## config.mk

```make
export PLATFORM = sky130hd
export DESIGN_NAME = eee_idle_timers
export DESIGN_NICKNAME = d
export VERILOG_FILES = /design/src/rtl/eee_idle_pkg.sv /design/src/rtl/eee_tick_gen.sv /design/src/rtl/eee_link_qual.sv /design/src/rtl/eee_wake_timer.sv /design/src/rtl/eee_idle_timers.sv
export SDC_FILE = /design/constraint.sdc
export NUM_CORES = 1
export LEC_CHECK = 0
export BUFFER_PORTS_ARGS = -buffer_cell sky130_fd_sc_hd__buf_2
export CAP_MARGIN = 10
export CORE_MARGIN = 10
export CORE_UTILIZATION = 57
export CTS_BUF_LIST = sky130_fd_sc_hd__clkbuf_4
export CTS_CLUSTER_SIZE = 8
export DETAILED_ROUTE_END_ITERATION = 8
export PLACE_DENSITY = 0.82
export SLEW_MARGIN = 25
export SYNTH_ARGS = -nofsm -noshare
export SYNTH_HDL_FRONTEND = slang
export SYNTH_SLANG_ARGS = --single-unit
```

## constraint.sdc

```tcl
create_clock -name clk -period 3.2 [get_ports clk]
set_input_delay 0.16 -clock clk [delete_from_list [all_inputs] [get_ports clk]]
set_output_delay 0.16 -clock clk [all_outputs]
set_load 0.05 [all_outputs]
```

## src/rtl/eee_idle_pkg.sv

```systemverilog
package eee_idle_pkg;
  localparam int CTRL_W = 32;

  typedef enum logic [1:0] {
    ST_ACTIVE = 2'd0,
    ST_LPI    = 2'd1,
    ST_WAKE   = 2'd2
  } pm_state_e;
endpackage

```

## src/rtl/eee_tick_gen.sv

```systemverilog
module eee_tick_gen #(
  parameter int CLKS_PER_US = 250,
  parameter int US_PER_MS   = 1000
) (
  input  logic clk,
  input  logic rst,
  output logic us_tick,
  output logic ms_tick
);
  localparam int UW = $clog2(CLKS_PER_US + 1);
  localparam int MW = $clog2(US_PER_MS + 1);
  localparam logic [UW-1:0] US_LAST = UW'(CLKS_PER_US - 1);
  localparam logic [MW-1:0] MS_LAST = MW'(US_PER_MS - 1);

  logic [UW-1:0] us_cnt;
  logic [MW-1:0] ms_cnt;

  assign us_tick = (us_cnt == US_LAST);
  assign ms_tick = us_tick && (ms_cnt == MS_LAST);

  always_ff @(posedge clk) begin
    if (rst) begin
      us_cnt <= '0;
      ms_cnt <= '0;
    end else begin
      if (us_tick) us_cnt <= '0;
      else         us_cnt <= us_cnt + UW'(1);
      if (us_tick) begin
        if (ms_cnt == MS_LAST) ms_cnt <= '0;
        else                   ms_cnt <= ms_cnt + MW'(1);
      end
    end
  end

  generate
    if (CLKS_PER_US > 1) begin : g_spacing
      p_us_spacing_r3: assert property (@(posedge clk) disable iff (rst)
        us_tick |=> !us_tick);
    end
  endgenerate
endmodule

```

## src/rtl/eee_link_qual.sv

```systemverilog
module eee_link_qual #(
  parameter int LST_W = 10
) (
  input  logic             clk,
  input  logic             rst,
  input  logic             link_up,
  input  logic             ms_tick,
  input  logic [LST_W-1:0] limit,
  output logic             qualified
);
  logic [LST_W-1:0] up_ms;

  always_ff @(posedge clk) begin
    if (rst || !link_up) begin
      up_ms     <= '0;
      qualified <= 1'b0;
    end else begin
      if (ms_tick && (up_ms < limit)) up_ms <= up_ms + LST_W'(1);
      qualified <= (up_ms >= limit);
    end
  end

  p_linkdown_clears_r7: assert property (@(posedge clk) disable iff (rst)
    !link_up |=> (!qualified && up_ms == '0));
endmodule

```

## src/rtl/eee_wake_timer.sv

```systemverilog
module eee_wake_timer #(
  parameter int TWT_W = 16
) (
  input  logic             clk,
  input  logic             rst,
  input  logic             start,
  input  logic             us_tick,
  input  logic [TWT_W-1:0] limit,
  output logic             busy,
  output logic             done
);
  logic [TWT_W-1:0] wake_us;

  assign done = busy && (wake_us >= limit);

  always_ff @(posedge clk) begin
    if (rst) begin
      busy    <= 1'b0;
      wake_us <= '0;
    end else if (start) begin
      busy    <= 1'b1;
      wake_us <= '0;
    end else if (done) begin
      busy    <= 1'b0;
    end else if (busy && us_tick && (wake_us != '1)) begin
      wake_us <= wake_us + TWT_W'(1);
    end
  end

  p_done_ends_wake_r5: assert property (@(posedge clk) disable iff (rst)
    (done && !start) |=> !busy);
endmodule

```

## src/rtl/eee_idle_timers.sv

```systemverilog
module eee_idle_timers
  import eee_idle_pkg::*;
#(
  parameter int CLKS_PER_US = 250,
  parameter int US_PER_MS   = 1000,
  parameter int LST_W       = 10,
  parameter int LST_LSB     = 16,
  parameter int TWT_W       = 16,
  parameter int LST_RST     = 1000,
  parameter int TWT_RST     = 0
) (
  input  logic              clk,
  input  logic              rst,
  input  logic              cfg_wr_en,
  input  logic [CTRL_W-1:0] cfg_wr_data,
  output logic [CTRL_W-1:0] cfg_rd_data,
  input  logic              exit_flag_rd,
  input  logic              lpi_en,
  input  logic              link_up,
  input  logic              tx_lpi_req,
  output logic              lpi_assert,
  output logic              tx_resume_ok,
  output logic              lpi_exit_flag
);
  localparam logic [CTRL_W-1:0] FIELD_MASK =
    ({{(CTRL_W-LST_W){1'b0}}, {LST_W{1'b1}}} << LST_LSB) |
    {{(CTRL_W-TWT_W){1'b0}}, {TWT_W{1'b1}}};

  logic [LST_W-1:0] lst_q;
  logic [TWT_W-1:0] twt_q;
  logic             us_tick, ms_tick;
  logic             qualified;
  logic             wake_start, wake_busy, wake_done;
  logic             want_lpi;
  pm_state_e        state, state_n;
  logic             unused_wr;

  assign unused_wr = ^(cfg_wr_data & ~FIELD_MASK);

  // control word
  always_ff @(posedge clk) begin
    if (rst) begin
      lst_q <= LST_W'(LST_RST);
      twt_q <= TWT_W'(TWT_RST);
    end else if (cfg_wr_en) begin
      lst_q <= cfg_wr_data[LST_LSB +: LST_W];
      twt_q <= cfg_wr_data[TWT_W-1:0];
    end
  end

  always_comb begin
    cfg_rd_data = '0;
    cfg_rd_data[LST_LSB +: LST_W] = lst_q;
    cfg_rd_data[TWT_W-1:0]        = twt_q;
  end

  eee_tick_gen #(.CLKS_PER_US(CLKS_PER_US), .US_PER_MS(US_PER_MS)) u_ticks (
    .clk(clk), .rst(rst), .us_tick(us_tick), .ms_tick(ms_tick)
  );

  eee_link_qual #(.LST_W(LST_W)) u_qual (
    .clk(clk), .rst(rst), .link_up(link_up), .ms_tick(ms_tick),
    .limit(lst_q), .qualified(qualified)
  );

  eee_wake_timer #(.TWT_W(TWT_W)) u_wake (
    .clk(clk), .rst(rst), .start(wake_start), .us_tick(us_tick),
    .limit(twt_q), .busy(wake_busy), .done(wake_done)
  );

  // power-state sequencer
  assign want_lpi   = lpi_en && tx_lpi_req && link_up && qualified;
  assign wake_start = (state == ST_LPI) && !want_lpi;

  always_comb begin
    state_n = state;
    unique case (state)
      ST_ACTIVE: if (want_lpi)  state_n = ST_LPI;
      ST_LPI:    if (!want_lpi) state_n = ST_WAKE;
      ST_WAKE:   if (wake_done) state_n = ST_ACTIVE;
      default:                  state_n = ST_ACTIVE;
    endcase
  end

  always_ff @(posedge clk) begin
    if (rst) begin
      state         <= ST_ACTIVE;
      lpi_assert    <= 1'b0;
      tx_resume_ok  <= 1'b1;
      lpi_exit_flag <= 1'b0;
    end else begin
      state        <= state_n;
      lpi_assert   <= (state_n == ST_LPI);
      tx_resume_ok <= (state_n == ST_ACTIVE);
      if (wake_done)         lpi_exit_flag <= 1'b1;
      else if (exit_flag_rd) lpi_exit_flag <= 1'b0;
    end
  end

  p_lpi_qualified_r4: assert property (@(posedge clk) disable iff (rst)
    lpi_assert |-> $past(qualified));

  p_lpi_needs_enable_r11: assert property (@(posedge clk) disable iff (rst)
    $rose(lpi_assert) |-> $past(lpi_en));

  p_resume_after_wake_r5: assert property (@(posedge clk) disable iff (rst)
    $rose(tx_resume_ok) |-> $past(wake_done));

  p_flag_on_expiry_r6: assert property (@(posedge clk) disable iff (rst)
    wake_done |=> lpi_exit_flag);

  p_wake_holds_off_r9: assert property (@(posedge clk) disable iff (rst)
    (wake_busy && !wake_done) |=> !lpi_assert);
endmodule

```

Word level (Yosys, flattened, before mapping) --
Cells that the tools add are included.
Operators by class: multiplexer cells 9, reduce and logical (&&, ||, !) cells 19, bitwise logic cells 1, add/sub/neg operators 4, equal/unequal tests 6, order comparisons 3
Operators with widths (count):
- $add A10 B1 Y10 const B | 2
- $add A16 B1 Y16 const B | 1
- $ge A16 B16 Y1 | 1
- $ne A16 B16 Y1 const B | 1
- $eq A10 B10 Y1 const B | 1
- $ge A10 B10 Y1 | 1
- $lt A10 B10 Y1 | 1
- $mux W10 | 1
- $logic_and A1 B1 Y1 | 9
- $add A8 B1 Y8 const B | 1
- $eq A8 B8 Y1 const B | 1
- $mux W2 | 3
- $pmux W2 S3 | 1
- $eq A2 B1 Y1 const B | 2
- $logic_not A2 Y1 | 2
- $mux W1 | 4
- $reduce_bool A2 Y1 | 2
- $reduce_or A2 Y1 | 2
- $eq A2 B2 Y1 const B | 1
- $logic_not A1 Y1 | 2
- $reduce_and A2 Y1 | 1
- $logic_or A1 B1 Y1 | 1
- $not A1 Y1 | 1
Storage, ports and cells: register bits after elaboration 77, output and inout port bits 35, input bits 39, logic and storage cells 54

Depth between registers and ports, before layout --
word-level depth 6, mapped depth 10, mapped depth without buffers 8

By module --
A second synthesis with hierarchy kept.
Second synthesis, totals: cells, all modules 462, area, all modules 4196.5 um^2
Modules (own cells, without submodules):
- eee_wake_timer | instances 1, cells an instance 160, sequential area each 340.3 um^2, area each 1272.5 um^2
- eee_idle_timers | instances 1, cells an instance 109, sequential area each 620.6 um^2, area each 1191.1 um^2
- eee_tick_gen | instances 1, cells an instance 94, sequential area each 360.3 um^2, area each 867.1 um^2
- eee_link_qual | instances 1, cells an instance 99, sequential area each 220.2 um^2, area each 865.8 um^2

Least setup slack after synthesis --
OpenSTA, ideal clock, no wires.
path kind register -> register, start register twt_q[1], end register u_wake.wake_us[15], cell stages (with the launch flop) 10, slack 0.491 ns, clock period less this slack 2.709 ns, setup time 0.070 ns, data required time 3.130 ns, arrival 2.639 ns, buffers on the path 1, cell sequence dfxtp_1 -> inv_1 -> ha_1 -> nor2b_1 -> o211a_1 -> o311ai_1 -> nand4_1 -> clkbuf_1 -> or4_1 -> a21oi_1
Between the ends: longest elaborated chain between the ends 4
Ends and longest elaborated chain:
- start, declared | RTL line eee_idle_timers.sv:30 | logic [TWT_W-1:0] twt_q;
- start signal, assigned | RTL line eee_idle_timers.sv:44 | twt_q <= TWT_W'(TWT_RST);
- start signal, assigned | RTL line eee_idle_timers.sv:47 | twt_q <= cfg_wr_data[TWT_W-1:0];
- $ge A16 B16 Y1 | RTL line eee_wake_timer.sv:14 | assign done = busy && (wake_us >= limit);
- $logic_and A1 B1 Y1 | RTL line eee_wake_timer.sv:14
- $not A1 Y1 (no line)
- $reduce_and A2 Y1 (no line)
- end signal, assigned | RTL line eee_wake_timer.sv:26 | wake_us <= wake_us + TWT_W'(1);
- end, declared | RTL line eee_wake_timer.sv:12 | logic [TWT_W-1:0] wake_us;
Every way passes these cells. A chain may end at the register's enable or synchronous reset.

Final worst setup path --
start register twt_q[1], end register u_wake.wake_us[4]
The elaborated chain is that of the path after synthesis.

==> summary.md <==
| Metric | Value |
|---|---|
| H-Tree Depth | `3` |
| Gr ovfl total | `0` |
| IO buf count | `61` |
| HPWL Detailed | `6260 um` |
| Outcome | `finished clean` |
| Die W | `102 um` |
| Final hold violations | `0` |
| Post-synth EDFFs | `0` |
| Power per Cell Area | `399 nW/um2` |
| Die area | `10,400 um2` |
| Yosys cell types | `44` |
| Commonest cells post-synth | `77 x dfxtp_1, 53 x nor2_1, 33 x a21oi_1, 32 x inv_1, 31 x ha_1` |
| Pre-antenna DRT Iters | `4` |
| Mapped Cells | `448` |
| Antenna-violating nets left | `0` |
| Most frequent cell after synthesis | `dfxtp_1` |
| Crit. End Element | `flop` |
| Crit path DAT | `3.07 ns` |
| Top_reg_cell synth | `dfxtp_1` |
| Maxcap violations | `0` |
| Vias in the first global route | `3,404` |
| Crit-path max cell delay | `0.48 ns` |
| Top Ports | `74` |
| LEAKAGE | `1.99 nW` |
| Tot Pwr | `1.83 mW` |
| Sinks on Clock Net | `77` |
| Worst-Margin Slew | `0.811 ns` |
| Clk pin slew, worst setup/hold paths | `0.12 ns` |
| Core ar. | `6460 um2` |
| Nets | `604` |
| Via count | `3,385` |
| DRC viols | `0` |
| Global-route wire length before repair | `15,400 um` |
| Max-slew headroom | `46.0%` |
| Most frequent CP cell | `buf_4` |
| Synth top area share | `40.1%` |
| Top delay family on crit path | `compound AO/OA/AOI/OAI gates` |
| Post-Syn Area | `3850 um2` |
| CTS tree | `built` |
| Async set-reset flop share out of synthesis | `0%` |
| Synth-to-layout area growth | `19.2%` |
| Seq/Total Area, Yosys | `40.1%` |
| Total CTS buffers | `9` |
| GPL Wtd Cong | `0.844` |
| Diode count | `0` |
| Final setup viols | `0` |
| Max-slew violations | `0` |
| Die height | `102 um` |
| CTS root buffer | `clkbuf_4` |
| Fin crit period | `2.70 ns` |
| Synth Warn # | `0` |
| Area after DPL | `4190 um2` |
| Fill cells | `503` |
| Synthesized flop and latch total | `77` |
| Initial Util | `59.6%` |
| R2R Setup Slk | `0.50 ns` |
| Synth area leaders | `dfxtp_1 40%, ha_1 10%, mux2i_1 5.5%` |
| Clock Path Buffers | `2` |
| Largest net degree at the start of global routing | `33` |
| Crit path required time | `3.57 ns` |
| Final period util | `84.5%` |
| Setup CP Type | `reg -> reg` |
| Skew-Pair Late Insertion Delay | `0.44 ns` |
| Iteration-0 DRC Markers | `131` |
| Fin area | `4590 um2` |
| Buf+Inv Stages, Crit Path | `3` |
| Fmax achieved | `0.370 GHz` |
| Worst-path cell chain | `inv_1 -> ha_1 -> nor2b_1 -> o211a_1 -> o311ai_1 -> nand4_1 -> buf_4 -> buf_4 -> or4_1 -> a21oi_1` |
| Total Wirelength | `9190 um` |
| CP Max Fanout | `11` |
| Rows | `29` |
| Via density | `5.50` |
| Hold crit path type | `in -> reg` |
| DR WL/cell | `14.9 um` |
| Top cell type by total area after synthesis | `dfxtp_1` |
| Setup Skew | `0.0120 ns` |
| Setup TNS | `0 ns` |
| Slowest cell on the critical path | `o311ai_1` |
| Initial antenna violation count | `0` |
| RSZ-0062 raised after global routing | `false` |
| Gr usage total | `18.2%` |
| CP Launch Type | `flop` |
| Layout cells sized above 1 | `16.0%` |
| Post-Syn Area per Cell | `8.59 um2` |
| Peak supply drop | `278 uV` |
cell families after synthesis:
logic type | count (synthesis) | synth area share (%)
AND/OR/NAND/NOR | 169 | 22.3
flip-flops | 77 | 40.1
AO/OA/AOI/OAI | 74 | 11.5
buffers and inverters | 55 | 5.98
adder cells (fa/ha/maj) | 31 | 10.1
multiplexers | 21 | 5.46
XOR/XNOR | 20 | 4.55
other | 1 | 0.0974
what timing repair did:
action	4_1_cts	5_1_grt
resized for setup	0	0
endpoints found under the hold margin	26	0
setup endpoints to repair	0	4
setup buffers	0	2
hold buffers	26	0
area by class of cell:
| class | count | area, um2 | share of cell area [%] |
|---|---|---|---|
| multi-input combinational | 321 | 2100 | 45.7 |
| inverter | 33 | 124 | 2.70 |
| tap | 77 | 96.3 | 2.10 |
| sequential | 77 | 1540 | 33.6 |
| timing repair buffer | 92 | 603 | 13.1 |
| clock inverter | 5 | 52.6 | 1.15 |
| clock buffer | 10 | 75.1 | 1.64 |
cells in the final DEF (no fill, tap or decap), drive strengths merged, types with 10 or more instances in the layout:
| cell | netlist | routed |
|---|---|---|
| inv | 32 | 32 |
| o21ai | 15 | 15 |
| nor2 | 53 | 53 |
| xnor2 | 12 | 12 |
| mux2i | 21 | 21 |
| dfxtp | 77 | 77 |
| dlygate4sd3 | 0 | 26 |
| nand3 | 25 | 25 |
| nand2 | 29 | 29 |
| a21oi | 33 | 33 |
| clkbuf | 13 | 10 |
| or3 | 14 | 14 |
| buf | 9 | 66 |
| ha | 31 | 31 |
final timing paths:
check | start | to | cells past startpoint
hold / removal | tx_lpi_req | state[0] | 3
hold reg to reg | u_ticks.us_cnt[0] | u_ticks.us_cnt[0] | 1
setup / recovery | twt_q[1] | u_wake.wake_us[4] | 10
setup reg to reg | twt_q[1] | u_wake.wake_us[4] | 10
state kept, by name (all words and copies together) (netlist names), 2 cells and up:
signal,count
u_ticks.us_cnt,8
twt_q,16
u_wake.wake_us,16
u_qual.up_ms,10
lst_q,10
u_ticks.ms_cnt,10
state,2
worst min-delay path, delay by kind of cell:
kind,cells,cell delay (ns)
and+or+nand+nor,2,0.25
buffers and inverters,1,0.09
where the power goes:
part,internal (mW),switching [mW]
clock,0.239,0.335
sequential,0.982,0.0168
combinational,0.0889,0.171
total,1.31,0.523
routing by layer:
metal	vias up	global-route usage, %	routed length [um]
li1	1727	-	-
met1	1574	21.0	4140
met2	73	31.7	4420
met3	11	3.58	490
met4	0	8.35	140
met5	-	0	0
through the flow:
step	hold WS (ns)	util (%)	cells	setup slack (ns)
floorplan	0.290	-	453	0.491
global placement	0.379	64.8	572	0.426
detailed placement	0.383	64.8	572	0.299
CTS	0.102	70.8	613	0.236
global route	0.120	71.0	615	0.270
finish	0.105	71.0	615	0.495
(Power assumes the default switching activity.)
